--- src/rtl/sel_pkg.sv ---
package sel_pkg;
  localparam int unsigned REG_W    = 16;
  localparam int unsigned IDX_W    = 4;
  localparam int unsigned OUT_N    = 1 << IDX_W;
  localparam logic [REG_W-1:0] SEED_DEFAULT = 16'hACE1;

  typedef logic [REG_W-1:0] reg_t;
  typedef logic [IDX_W-1:0] idx_t;
  typedef logic [OUT_N-1:0] hot_t;
endpackage

--- src/rtl/seed_guard.sv ---
module seed_guard #(
  parameter int unsigned W        = 16,
  parameter int unsigned LIVE_TOP = 14,
  parameter logic [W-1:0] FALLBACK = 16'hACE1
) (
  input  logic [W-1:0] seed_in,
  output logic [W-1:0] seed_ok
);
  localparam int unsigned LIVE_W = LIVE_TOP + 1;

  logic dead;

  always_comb begin
    dead    = (seed_in[LIVE_W-1:0] == '0);
    seed_ok = dead ? FALLBACK : seed_in;
  end
endmodule

--- src/rtl/prng_shift.sv ---
module prng_shift #(
  parameter int unsigned W      = 16,
  parameter int unsigned TAP_A  = 14,
  parameter int unsigned TAP_B  = 13,
  parameter logic [W-1:0] INIT  = 16'hACE1
) (
  input  logic         clk,
  input  logic         rst,
  input  logic         step,
  input  logic         load,
  input  logic [W-1:0] load_val,
  output logic [W-1:0] q,
  output logic [W-1:0] q_nxt,
  output logic         upd
);
  localparam int unsigned LIVE_W = TAP_A + 1;

  logic fb;

  always_comb begin
    fb    = q[TAP_A] ^ q[TAP_B];
    upd   = load | step;
    if (load)      q_nxt = load_val;
    else if (step) q_nxt = {q[W-2:0], fb};
    else           q_nxt = q;
  end

  always_ff @(posedge clk) begin
    if (rst)      q <= INIT;
    else if (upd) q <= q_nxt;
  end

  AST_HOLD: assert property (@(posedge clk) disable iff (rst)
    (!step && !load) |=> (q == $past(q)));
  AST_SHIFT: assert property (@(posedge clk) disable iff (rst)
    (step && !load) |=> (q[W-1:1] == $past(q[W-2:0])));
  AST_LIVE: assert property (@(posedge clk) disable iff (rst)
    q[LIVE_W-1:0] != '0);
endmodule

--- src/rtl/idx_onehot_dec.sv ---
module idx_onehot_dec #(
  parameter int unsigned IDX_W   = 4,
  parameter int unsigned OUT_N   = 16,
  parameter logic [IDX_W-1:0] RST_IDX = 4'd1
) (
  input  logic             clk,
  input  logic             rst,
  input  logic             upd,
  input  logic [IDX_W-1:0] idx,
  output logic [OUT_N-1:0] hot
);
  logic [OUT_N-1:0] hot_nxt;

  for (genvar k = 0; k < OUT_N; k++) begin : g_line
    assign hot_nxt[k] = (idx == IDX_W'(k));
  end

  always_ff @(posedge clk) begin
    if (rst)      hot <= OUT_N'(1) << RST_IDX;
    else if (upd) hot <= hot_nxt;
  end

  AST_ONE_LINE: assert property (@(posedge clk) disable iff (rst)
    $countones(hot) == 1);
endmodule

--- src/rtl/onehot_prng_sel.sv ---
module onehot_prng_sel
  import sel_pkg::*;
#(
  parameter int unsigned TAP_A   = 14,
  parameter int unsigned TAP_B   = 13,
  parameter int unsigned IDX_LSB = 0
) (
  input  logic             clk,
  input  logic             rst,
  input  logic             step_en,
  input  logic             seed_load,
  input  logic [REG_W-1:0] seed,
  output logic [REG_W-1:0] state,
  output logic [OUT_N-1:0] sel
);
  localparam int unsigned LIVE_W  = TAP_A + 1;
  localparam idx_t        RST_IDX = SEED_DEFAULT[IDX_LSB +: IDX_W];

  reg_t seed_ok;
  reg_t st_nxt;
  logic upd;

  seed_guard #(
    .W(REG_W), .LIVE_TOP(TAP_A), .FALLBACK(SEED_DEFAULT)
  ) u_guard (
    .seed_in(seed),
    .seed_ok(seed_ok)
  );

  prng_shift #(
    .W(REG_W), .TAP_A(TAP_A), .TAP_B(TAP_B), .INIT(SEED_DEFAULT)
  ) u_shift (
    .clk(clk),
    .rst(rst),
    .step(step_en),
    .load(seed_load),
    .load_val(seed_ok),
    .q(state),
    .q_nxt(st_nxt),
    .upd(upd)
  );

  idx_onehot_dec #(
    .IDX_W(IDX_W), .OUT_N(OUT_N), .RST_IDX(RST_IDX)
  ) u_dec (
    .clk(clk),
    .rst(rst),
    .upd(upd),
    .idx(st_nxt[IDX_LSB +: IDX_W]),
    .hot(sel)
  );

  AST_SEL_MATCH: assert property (@(posedge clk) disable iff (rst)
    sel == (OUT_N'(1) << state[IDX_LSB +: IDX_W]));
  AST_LOAD_TAKES: assert property (@(posedge clk) disable iff (rst)
    (seed_load && seed[LIVE_W-1:0] != '0) |=> (state == $past(seed)));
  AST_ZERO_SEED: assert property (@(posedge clk) disable iff (rst)
    (seed_load && seed[LIVE_W-1:0] == '0) |=> (state == SEED_DEFAULT));
  AST_LOAD_OVER_STEP: assert property (@(posedge clk) disable iff (rst)
    (seed_load && step_en && seed[LIVE_W-1:0] != '0) |=> (state == $past(seed)));
endmodule

--- config.mk ---
export PLATFORM = sky130hd
export DESIGN_NAME = onehot_prng_sel
export DESIGN_NICKNAME = d
export VERILOG_FILES = /design/src/rtl/sel_pkg.sv /design/src/rtl/seed_guard.sv /design/src/rtl/prng_shift.sv /design/src/rtl/idx_onehot_dec.sv /design/src/rtl/onehot_prng_sel.sv
export SDC_FILE = /design/constraint.sdc
export NUM_CORES = 1
export LEC_CHECK = 0
export ABC_CLOCK_PERIOD_IN_PS = 2100
export BUFFER_PORTS_ARGS = -buffer_cell sky130_fd_sc_hd__buf_2
export CORE_AREA = 10 10 70 72
export CTS_BUF_LIST = sky130_fd_sc_hd__clkbuf_8
export DETAILED_ROUTE_END_ITERATION = 8
export DIE_AREA = 0 0 80 82
export HOLD_SLACK_MARGIN = 0.12
export PLACE_DENSITY = 0.66
export SLEW_MARGIN = 30
export SYNTH_ARGS = -nofsm -noshare
export SYNTH_HDL_FRONTEND = slang
export SYNTH_SLANG_ARGS = --single-unit
--- constraint.sdc ---
create_clock -name clk -period 2.1 [get_ports clk]
set_input_delay 0.315 -clock clk [delete_from_list [all_inputs] [get_ports clk]]
set_output_delay 0.315 -clock clk [all_outputs]
set_load 0.05 [all_outputs]
# Word-level counts from Yosys, hierarchy flattened
# Cells that the tools add are included.
# W data, S select, Z words.
# totals
output_inout_bits	32
register_bits	32
elab_cells	27
inputBits	20
# op_classes
bitwise_logic	2
n_reduce_logical	4
mux	3
n_eq_ne	15
# ops
op	n
$mux W16	3
$eq A4 B4 Y1 const B	8
$eq A4 B3 Y1 const B	4
$logic_not A15 Y1	1
$eq A4 B2 Y1 const B	2
$eq A4 B1 Y1 const B	1
$logic_not A4 Y1	1
$reduce_and A2 Y1	1
$reduce_bool A2 Y1	1
$or A1 B1 Y1	1
$xor A1 B1 Y1	1

# Depth between registers and ports, before layout
# Gate-level depths: netlist of run 1.
# logic_depth
ltp_word	4
mapped_depth	6
depth_no_buf	4

# Cells and area by module
# A second synthesis of run 1 with hierarchy kept.
# hier_totals
hier_cells	187
area_unflattened_um2	1715.4
# by_module_without_submodules
mod	seq_area_each_um2	area_per_inst_um2	cells_per_inst	n_inst
prng_shift	320.3	830.8	99	1
idx_onehot_dec	320.3	633.1	56	1
seed_guard	0.0	251.5	32	1

# Worst setup path before layout of run 1
# OpenSTA, ideal clock, no wires.
# synth_timing
path_kind	reg2reg
from	reg u_shift.q[2]
to	reg u_dec.hot[4]
n_path_buf	0
required_time_ns	1.983
setup_ns	0.117
arrival_time_ns	1.471
synth_period_minus_slack_ns	1.589
path_stages_with_launch	5
setup_slack_ns	0.511
cell_sequence	dfxtp_1 mux2i_1 o21ai_0 nor2_1 a32o_1
# synth_via
elab_chain_len	3
# synth_lines
item	line	source
start, declared	prng_shift.sv:12	output logic [W-1:0] q,
start signal, assigned	prng_shift.sv:30	else if (upd) q <= q_nxt;
$mux W16	prng_shift.sv:24	else if (step) q_nxt = {q[W-2:0], fb};
$mux W16	prng_shift.sv:23	if (load) q_nxt = load_val;
$eq A4 B3 Y1	idx_onehot_dec.sv:15	assign hot_nxt[k] = (idx == IDX_W'(k));
end signal, assigned	idx_onehot_dec.sv:19	if (rst) hot <= OUT_N'(1) << RST_IDX;
end signal, assigned	idx_onehot_dec.sv:20	else if (upd) hot <= hot_nxt;
end, declared	idx_onehot_dec.sv:10	output logic [OUT_N-1:0] hot
# Every way passes these cells. The select of a mux whose other input is x is not followed.
# A chain may end at the register's enable or synchronous reset.

# Worst setup path in the final report of run 1
# layout_timing
from	in step_en
to	reg u_dec.hot[14]
# layout_via
elab_chain_len	3
elab_cells_between_ends	4
cone_classes	eq/ne: 1; mux: 2; bitwise: 1
# layout_lines
item	line	source
start, declared	onehot_prng_sel.sv:10	input logic step_en,
$mux W16	prng_shift.sv:24	
$mux W16	prng_shift.sv:23	
$eq A4 B4 Y1	idx_onehot_dec.sv:15	
# Several ways; a longest one is shown, not always the timed one. The select of a mux whose other input is x is not followed.

==> results.sh, run 1 <==
export IMPL_status="finished, final reports clean"
export IMPL_fin_skew_ps=4.30
export IMPL_worstSetupStartpoint="step_en"
export IMPL_synth_ff_type="dfxtp_1"
export IMPL_synth_seq_cells=32
export IMPL_drt_total_wl_um=3830
export IMPL_syn_avg_cell_area_um2=9.28
export IMPL_synth_cell_type_count=30
export IMPL_antenna_left=0
export IMPL_hold_ws_ps=277
export IMPL_cp_max_fo=12
export IMPL_gp_congestion=0.789
export IMPL_multi_input_area_um2=683
export IMPL_hold_viol_final=0
export IMPL_seqPwrFrac_pct=42.8
export IMPL_drt_iter0_markers=78
export IMPL_wl_per_cell_um=15.0
export IMPL_swShare_pct=29.6
export IMPL_criticalPathCategory="primary input to flop"
export IMPL_grt_max_degree=16
export IMPL_dr_pass1_iters=4
export IMPL_grt_pass1_vias=1286
export IMPL_synth_warnings=0
export IMPL_leakagePower_nw=0.818
export IMPL_fin_crit_sh_pct=70.5
export IMPL_core_area_um2=3580
export IMPL_p_comb_share_pct=20.0
export IMPL_drv_slew=0
export IMPL_syn_nets=169
export IMPL_antenna_found_initial=0
export IMPL_vdd_ir_drop_max_v=0.000457
export IMPL_netlist_area_um2=1380
export IMPL_drv_cap=0
export IMPL_cp_start_kind="primary input"
export IMPL_cts_max_level=2
export IMPL_num_rows=22
export IMPL_vias=1294
export IMPL_track_usage_pct=11.8
export IMPL_ios=52
export IMPL_cts_root_buf="clkbuf_8"
export IMPL_cp_end_kind="flop"
export IMPL_crit_required_ps=2280
export IMPL_numPortBuffers=51
export IMPL_syn_to_final_growth_pct=31.0
export IMPL_post_cts_buffers=0
export IMPL_tns_ps=0
export IMPL_clock_sinks=32
export IMPL_arrival_ps=1660
export IMPL_fmax_mhz=675
export IMPL_slew_headroom_pct=71.4
export IMPL_grt_overflow=0
export IMPL_die_h_um=82
export IMPL_power_density_nw_per_um2=848
export IMPL_async_reset_ff_share_pct=0
export IMPL_holdBufCountCts=0
export IMPL_dp_hpwl_um=3040
export IMPL_p_int_mw=1.08
export IMPL_syn_inst=149
export IMPL_nFillCells=361
export IMPL_finalSetupViolations=0
export IMPL_worst_slew_pin_slew_ps=428
export IMPL_drc=0
export IMPL_synth_edf_count=0
export IMPL_final_nets=226
export IMPL_die_x_um=80
export IMPL_initial_utilization_pct=38.6
export IMPL_grt_pass1_wl_um=6070
export IMPL_post_cts_resized=0
export IMPL_rr_startpoint="u_shift.q[1]$_SDFFE_PP0P_"
export IMPL_yosysSeqAreaShare_pct=46.3
export IMPL_insertion_delay_ps=280
export IMPL_synth_top_area_share_pct=46.3
export IMPL_hp_class="primary input to flop"
export IMPL_antenna_cells=0
export IMPL_p_clk_share_pct=37.2
export IMPL_cts_buffer_depth=2
export IMPL_fin_crit_ps=1480
export IMPL_cts_tree="done"
export IMPL_clk_pin_slew_ps=70
export IMPL_dieArea_um2=6560
export IMPL_synth_area_leader_cell="dfxtp_1"
export IMPL_vias_per_cell=5.07
export IMPL_synth_area_leaders="dfxtp_1 (46%), a32o_1 (6.5%), mux2_2 (6.5%), nand2_1 (5.4%), mux2i_1 (5.1%)"
export IMPL_numCtsBuffers=5
export IMPL_p_sw_mw=0.454
export IMPL_rsz0062_at_grt="no"
export IMPL_min_from="seed[8]"
export IMPL_drive_above_1_share_pct=36.7
export IMPL_regArea_um2=641
## synth_stat cells, types with 2 or more instances
cell type and instances:
nor4_1 3, a21oi_1 9, mux2i_1 7, o21ai_0 7
nand3_1 2, mux2_2 8, nand2b_1 2, nor2_1 17
o22ai_1 7, dfxtp_1 32, buf_2 5, nor3_1 2
a32o_1 9, inv_1 2, nand2_1 20, o21a_1 2
o31ai_1 2
## worst max-delay path, cell delays in order
cell	delay [ps]
buf_2	220
mux2_2	370
mux2i_1	320
nor2_1	150
a32o_1	280
## placed cells by master (no fill, tap or decap)
cell type and instances:
a21oi_1 9, a31oi_1 1, a32o_1 9, a41o_1 1, buf_2 51, buf_4 7
bufinv_16 1, clkbuf_8 5, clkinv_1 1, clkinv_2 1, dfxtp_1 32, inv_1 3
mux2_2 8, mux2i_1 7, nand2_1 20, nand2b_1 2, nand3_1 2, nand3b_1 1
nor2_1 17, nor3_1 2, nor4_1 3, o21a_1 2, o21ai_0 7, o221a_4 1
o22a_1 1, o22ai_1 7, o22ai_2 1, o31ai_1 2, o32ai_1 1, or2_2 1
xnor2_1 1
## logic make-up (layout without fill, tap and decap cells)
logic type / after synthesis / count (layout) / share of synthesized area (%)
flops: 32 / 32 / 46.3
compound gates: 42 / 42 / 22.4
buf+inv: 11 / 69 / 4.25
simple gates: 48 / 48 / 14.8
xor+xnor: 1 / 1 / 0.634
mux: 15 / 15 / 11.6
## layer usage
layer  wire [µm]  up-vias  global-route usage [%]
met4          60        0                    5.28
met5           0        -                       0
met2        1880       32                    20.0
met3         281        5                    5.13
met1        1610      593                    12.6
li1            -      664                       -
## path summary, 6_finish.rpt
kind | end | cells past startpoint | slack (ps)
max | u_dec.hot[14]$_SDFFE_PP0P_ | 5 | 620
min | u_shift.q[8]$_SDFFE_PP0P_ | 3 | 280
max reg2reg | u_dec.hot[14]$_SDFFE_PP0P_ | 4 | 640
min reg2reg | u_dec.hot[10]$_SDFFE_PP0P_ | 2 | 450
## cell type report
type | instances | share of cell area [%]
Multi-Input combinational cell | 106 | 37.7
Timing Repair Buffer | 58 | 17.0
Inverter | 3 | 0.622
Clock inverter | 3 | 2.14
Sequential cell | 32 | 35.4
Clock buffer | 5 | 3.80
Tap cell | 48 | 3.32
## stage by stage
step | utilization [%] | std cells | cell area [µm²] | setup WS [ps] | total power, mW
floorplan | - | 149 | 1380 | 511 | 0.889
global placement | 47.6 | 247 | 1700 | 354 | 0.978
detailed placement | 47.6 | 247 | 1700 | 327 | 0.979
CTS | 50.6 | 255 | 1810 | 620 | 1.54
global route | 50.6 | 255 | 1810 | 512 | 1.59
finish | 50.6 | 255 | 1810 | 619 | 1.53
## registers in the layout, indices dropped and copies added, names as in the netlist
signal,cells
u_dec.hot,16
u_shift.q,16
## power groups by stage
stage	Combinational [mW]	Sequential [mW]	Clock (mW)
2_1_floorplan	0.121	0.767	0
3_3_place_gp	0.308	0.670	0
3_5_place_dp	0.308	0.670	0
4_1_cts	0.310	0.656	0.577
5_1_grt	0.331	0.660	0.603
6_report	0.307	0.656	0.571
Note: power is estimated with default switching activity, not from simulation.
==> run 2: changes to the inputs <==
Settings changed: ABC_AREA set to 1, ABC_CLOCK_PERIOD_IN_PS 2100 to 1400, CORE_AREA 10 10 70 72 to 10 10 74 76, DIE_AREA 0 0 80 82 to 0 0 84 86, PLACE_DENSITY 0.66 to not set.
Clock period 2.1 ns to 1.4 ns, I/O delays scaled along.
==> run 2 against run 1 <==
Compared with the run above:
- via count rose by 21%
- global-route usage rose by 0.73 points
- cell count rose by 30%
- largest power group unchanged
- highest routed layer unchanged
==> results.sh, run 2 <==
export IMPL_vias_per_cell=4.73
export IMPL_cp_max_fo=10
export IMPL_die_x_um=84
export IMPL_die_h_um=86
export IMPL_nFillCells=408
export IMPL_numCtsBuffers=5
export IMPL_vdd_ir_drop_max_v=0.000436
export IMPL_netlist_area_um2=1560
export IMPL_dieArea_um2=7220
export IMPL_drv_cap=0
export IMPL_drv_slew=0
export IMPL_dp_hpwl_um=3450
export IMPL_synth_cell_type_count=26
export IMPL_drt_iter0_markers=81
export IMPL_fin_crit_sh_pct=88.4
export IMPL_grt_max_degree=27
export IMPL_drc=0
export IMPL_criticalPathCategory="flop to flop"
export IMPL_cp_end_kind="flop"
export IMPL_numPortBuffers=51
export IMPL_synthAdderAreaFrac_pct=0
export IMPL_fin_crit_ps=1240
export IMPL_setup_ws_ps=163
export IMPL_num_rows=23
export IMPL_syn_inst=213
export IMPL_leakagePower_nw=0.978
export IMPL_synth_top_area_share_pct=41.0
export IMPL_clk_pin_slew_ps=70
export IMPL_synth_top_family_by_area="simple AND/OR/NAND/NOR gates"
export IMPL_synth_area_leaders="dfxtp_1 (41%), nand2_1 (12%), a21oi_1 (8.3%), nor2_1 (5.8%), nand3_1 (5.1%)"
export IMPL_hold_viol_final=0
export IMPL_synth_ff_type="dfxtp_1"
export IMPL_yosysSeqAreaShare_pct=41.0
export IMPL_synthTopCellsByCount="nand2_1 (49), dfxtp_1 (32), a21oi_1 (26)"
export IMPL_worst_slew_pin_slew_ps=341
export IMPL_final_nets=300
export IMPL_cp_start_kind="flop"
export IMPL_dr_pass1_iters=4
export IMPL_pre_cts_slack_ps=-29.9
export IMPL_syn_to_final_growth_pct=33.9
export IMPL_cts_tree="done"
export IMPL_async_reset_ff_share_pct=0
export IMPL_largestRegisters="u_dec.hot: 16 flops, u_shift.q: 16 flops"
export IMPL_ios=52
export IMPL_crit_slowest_cell="dfxtp_2"
export IMPL_grt_overflow=0
export IMPL_cts_buffer_depth=2
export IMPL_gp_congestion=0.777
export IMPL_clock_sinks=32
export IMPL_syn_avg_cell_area_um2=7.34
export IMPL_fmax_mhz=808
export IMPL_cts_root_buf="clkbuf_8"
export IMPL_status="finished, final reports clean"
export IMPL_power_density_nw_per_um2=1090
export IMPL_rsz0062_at_grt="no"
export IMPL_vias=1566
export IMPL_initial_utilization_pct=39.4
export IMPL_tns_ps=0
export IMPL_antenna_found_initial=0
export IMPL_wl_per_cell_um=13.3
export IMPL_arrival_ps=1460
export IMPL_slew_headroom_pct=77.1
export IMPL_drt_total_wl_um=4410
export IMPL_grt_pass1_wl_um=7490
export IMPL_synth_compound_area_share_pct=17.1
export IMPL_finalSetupViolations=0
export IMPL_synth_seq_cells=32
export IMPL_core_area_um2=3970
export IMPL_synth_xor_area_share_pct=0
export IMPL_cts_max_level=2
export IMPL_grt_pass1_vias=1498
export IMPL_antenna_cells=0
export IMPL_p_total_mw=2.29
export IMPL_synth_area_leader_cell="dfxtp_1"
export IMPL_syn_nets=233
export IMPL_crit_required_ps=1620
export IMPL_fin_skew_ps=8.25
export IMPL_track_usage_pct=12.6
export IMPL_synth_warnings=0
export IMPL_synth_mux_area_share_pct=0
export IMPL_synth_simple_area_share_pct=31.4
export IMPL_layout_commonest_cell="buf_2"
export IMPL_insertion_delay_ps=290
export IMPL_antenna_left=0
export IMPL_crit_chain="nand2_2 > nor2_1 > nor2_1 > nand2_2 > buf_4 > nand2_4 > inv_1 > nand3_1 > a21oi_1"
export IMPL_synth_edf_count=0
export IMPL_mostFrequentLayoutCells="buf_2 (51), nand2_1 (47), a21oi_1 (26), dfxtp_1 (26), nor2_1 (24)"
export IMPL_cpPeakStageDelay_ps=350
export IMPL_hp_class="primary input to flop"
export IMPL_drive_above_1_share_pct=39.1
export IMPL_yosysMostFrequentCell="nand2_1"
-- run 2: cell count changes after synthesis, sizes merged, moves of 3 or more --
cell / previous run / this run
a21oi: 9 / 27
nand2: 20 / 55
o22ai: 8 / 1
nand3: 2 / 17
nor2: 17 / 31
nor4: 3 / 0
clkbuf: 1 / 5
mux2: 8 / 0
mux2i: 7 / 0
o211ai: 0 / 8
inv: 2 / 25
a32o: 9 / 0
o21ai: 7 / 2
-- run 2: area by class of cell --
class | count | area, µm² | share of cell area (%)
flip-flops and latches | 32 | 648 | 30.9
well taps | 50 | 62.6 | 2.99
clock inverters | 3 | 23.8 | 1.14
clock buffers | 5 | 68.8 | 3.29
repair buffers | 70 | 423 | 20.2
inverters | 25 | 96.3 | 4.60
multi-input cells | 146 | 772 | 36.9
-- run 2: critical path, delay by kind of cell, from the launching register on --
family	cells	cell delay, ps
AO/OA/AOI/OAI	1	120
AND/OR/NAND/NOR	6	470
flip-flops	1	350
buffers and inverters	2	230
-- run 2: worst paths after layout --
kind | slack (ps) | cells after the start | endpoint | startpoint
setup / recovery | 160 | 9 | u_dec.hot[7]$_SDFFE_PP0P_ | u_shift.q[13]$_SDFFE_PP1P_
hold / removal | 200 | 3 | u_shift.q[15]$_SDFFE_PP1P_ | seed[15]
setup reg to reg | 160 | 9 | u_dec.hot[7]$_SDFFE_PP0P_ | u_shift.q[13]$_SDFFE_PP1P_
hold reg to reg | 460 | 2 | u_dec.hot[7]$_SDFFE_PP0P_ | u_dec.hot[7]$_SDFFE_PP0P_
-- run 2: through the flow --
step	util, %	hold WS, ps	std cells	cell area [µm²]
after CTS	52.0	200	329	2070
after global placement	49.7	451	321	1970
final	52.7	203	331	2090
after global routing	52.7	216	331	2090
after floorplan	-	365	213	1570
after detailed placement	49.7	453	321	1970
-- run 2: logic make-up after synthesis --
kind of cell | Yosys count
and+or+nand+nor | 104
AOI/OAI and AO/OA | 42
buffers and inverters | 35
DFF | 32
-- run 2: layer usage --
layer  global-route usage, %  routed length, µm  vias up
met2                    18.8               2000       43
li1                        -                  -      824
met3                    4.64                290        6
met4                    4.11                 54        0
met1                    16.2               2070      693
met5                       0                  0        -
-- run 2: repair_timing --
item / in CTS / in global routing
buffers inserted: 0 / 2
resized for setup: 0 / 4
hold buffers: 0 / 0
setup endpoints to repair: 0 / 4
-- run 2: power by group --
part	internal [mW]	leakage, nW	switching, mW
registers	0.962	0.264	0.0307
logic	0.177	0.674	0.393
clock network	0.352	0.0404	0.377
==> run 3: changes to the inputs <==
Settings changed: RECOVER_POWER set to 50.
==> run 3 against run 2 <==
Compared with the run above:
- clock skew increased by 0.72 ps
- flip-flop and latch count is the same
- critical path type is now primary input to flop
- critical path depth decreased by 3
- via count decreased by 0.83%
- utilization is 0.82 points lower
==> results.sh, run 3 (synthesis results as in run 2) <==
export IMPL_gp_congestion=0.777
export IMPL_nFillCells=411
export IMPL_cts_root_buf="clkbuf_8"
export IMPL_core_area_um2=3970
export IMPL_vias_per_cell=4.69
export IMPL_cpLargestDelayFamily="buffers and inverters"
export IMPL_cp_start_kind="primary input"
export IMPL_holdBufCountCts=0
export IMPL_crit_chain="buf_2 > nor2_1 > clkbuf_1 > nand2_1 > a31o_2 > inv_1"
export IMPL_cts_max_level=2
export IMPL_cts_buffer_depth=2
export IMPL_regArea_um2=647
export IMPL_p_int_mw=1.48
export IMPL_mostFrequentLayoutCells="nand2_1 (47), buf_2 (34), dfxtp_1 (27), nor2_1 (26), a21oi_1 (26)"
export IMPL_status="finished, final reports clean"
export IMPL_slew_headroom_pct=68.0
export IMPL_antenna_found_initial=0
export IMPL_fin_skew_ps=8.97
export IMPL_clock_sinks=32
export IMPL_hold_ws_ps=201
export IMPL_clk_pin_slew_ps=70
export IMPL_grt_max_degree=27
export IMPL_largestRegisters="u_dec.hot: 16 flops, u_shift.q: 16 flops"
export IMPL_seqPwrFrac_pct=43.5
export IMPL_hp_class="primary input to flop"
export IMPL_numPortBuffers=51
export IMPL_insertion_delay_ps=290
export IMPL_syn_to_final_growth_pct=31.8
export IMPL_fin_crit_ps=1250
export IMPL_final_util_pct=51.9
export IMPL_track_usage_pct=12.6
export IMPL_grt_pass1_wl_um=7490
export IMPL_fmax_mhz=799
export IMPL_num_rows=23
export IMPL_instances_no_fill=331
export IMPL_worst_slew_pin_slew_ps=478
export IMPL_swShare_pct=35.1
export IMPL_drc=0
export IMPL_initial_utilization_pct=39.4
export IMPL_hold_viol_final=0
export IMPL_drt_iter0_markers=87
export IMPL_crit_slowest_cell="clkbuf_1"
export IMPL_vdd_ir_drop_max_v=0.000433
export IMPL_antenna_left=0
export IMPL_p_clk_share_pct=32.0
export IMPL_leakagePower_nw=0.956
export IMPL_cp_end_kind="flop"
export IMPL_grt_overflow=0
export IMPL_crit_required_ps=1640
export IMPL_grt_pass1_vias=1498
export IMPL_layout_commonest_cell="nand2_1"
export IMPL_die_h_um=86
export IMPL_wl_per_cell_um=13.4
export IMPL_fin_crit_sh_pct=89.4
export IMPL_drv_slew=0
export IMPL_dieArea_um2=7220
export IMPL_final_nets=300
export IMPL_criticalPathCategory="primary input to flop"
export IMPL_rsz0062_at_grt="no"
export IMPL_dp_hpwl_um=3450
export IMPL_arrival_ps=1490
export IMPL_ios=52
export IMPL_finalSetupViolations=0
export IMPL_dp_cells=321
export IMPL_p_sw_mw=0.801
export IMPL_cpPeakStageDelay_ps=400
export IMPL_drt_total_wl_um=4430
export IMPL_drive_above_1_share_pct=36.3
export IMPL_p_comb_share_pct=24.5
export IMPL_drv_cap=0
export IMPL_die_x_um=84
export IMPL_numCtsBuffers=5
export IMPL_cp_max_fo=9
export IMPL_vias=1553
export IMPL_cts_tree="done"
export IMPL_multi_input_area_um2=753
export IMPL_antenna_cells=0
export IMPL_power_density_nw_per_um2=1110
export IMPL_dr_pass1_iters=4
export IMPL_path_buf_inv=3
==> run 3: area by class of cell <==
type	instances	area share (%)
flip-flops and latches	32	31.4
repair buffers	70	19.9
clock buffers	5	3.34
inverters	25	4.67
multi-input cells	146	36.5
well taps	50	3.03
clock inverters	3	1.15
==> run 3: power by group through the flow <==
stage | Clock (mW) | Combinational (mW) | Sequential (mW)
floorplan | 0 | 0.222 | 1.18
global placement | 0 | 0.560 | 1.01
detailed placement | 0 | 0.560 | 1.01
CTS | 0.750 | 0.561 | 0.994
global route | 0.798 | 0.609 | 1.00
finish | 0.732 | 0.561 | 0.993
==> run 3: per-layer routing <==
layer	part of all wire, %	global-route usage (%)	wire [µm]	up-vias
li1	-	-	-	827
met1	47	16.2	2070	680
met2	45	18.8	2000	41
met3	7.0	4.64	310	5
met4	1.1	4.11	47	0
met5	0	0	0	-
==> run 3: repair_timing <==
item,CTS,global route
buffers inserted,0,2
endpoints found under the setup margin,0,4
resized for setup,0,4
==> run 3: metrics by stage <==
stage	worst slack, ps	power, mW	area, µm²	setup TNS (ps)
3_3_place_gp	2.83	1.57	1970	0
3_5_place_dp	-29.9	1.57	1970	-91.1
5_1_grt	20.4	2.41	2060	0
4_1_cts	97.2	2.31	2070	0
2_1_floorplan	108	1.40	1570	0
6_report	148	2.29	2060	0
==> run 3: worst register-to-register path, stage by stage, from the launching register on <==
cell,delay (ps)
dfxtp_1,350
inv_1,80
nand2_4,70
o211ai_2,200
nor2_4,220
inv_2,40
nor2_1,100
nor2_1,50
nor2_1,80
==> run 3: worst paths after layout <==
path / endpoint / slack (ps) / start / cells past startpoint
worst min register to register: u_dec.hot[7]$_SDFFE_PP0P_ / 460 / u_dec.hot[7]$_SDFFE_PP0P_ / 2
worst max-delay path: u_shift.q[9]$_SDFFE_PP0P_ / 150 / step_en / 6
worst min-delay path: u_shift.q[15]$_SDFFE_PP1P_ / 200 / seed[15] / 3
worst max register to register: u_dec.hot[5]$_SDFFE_PP0P_ / 160 / u_shift.q[1]$_SDFFE_PP0P_ / 8
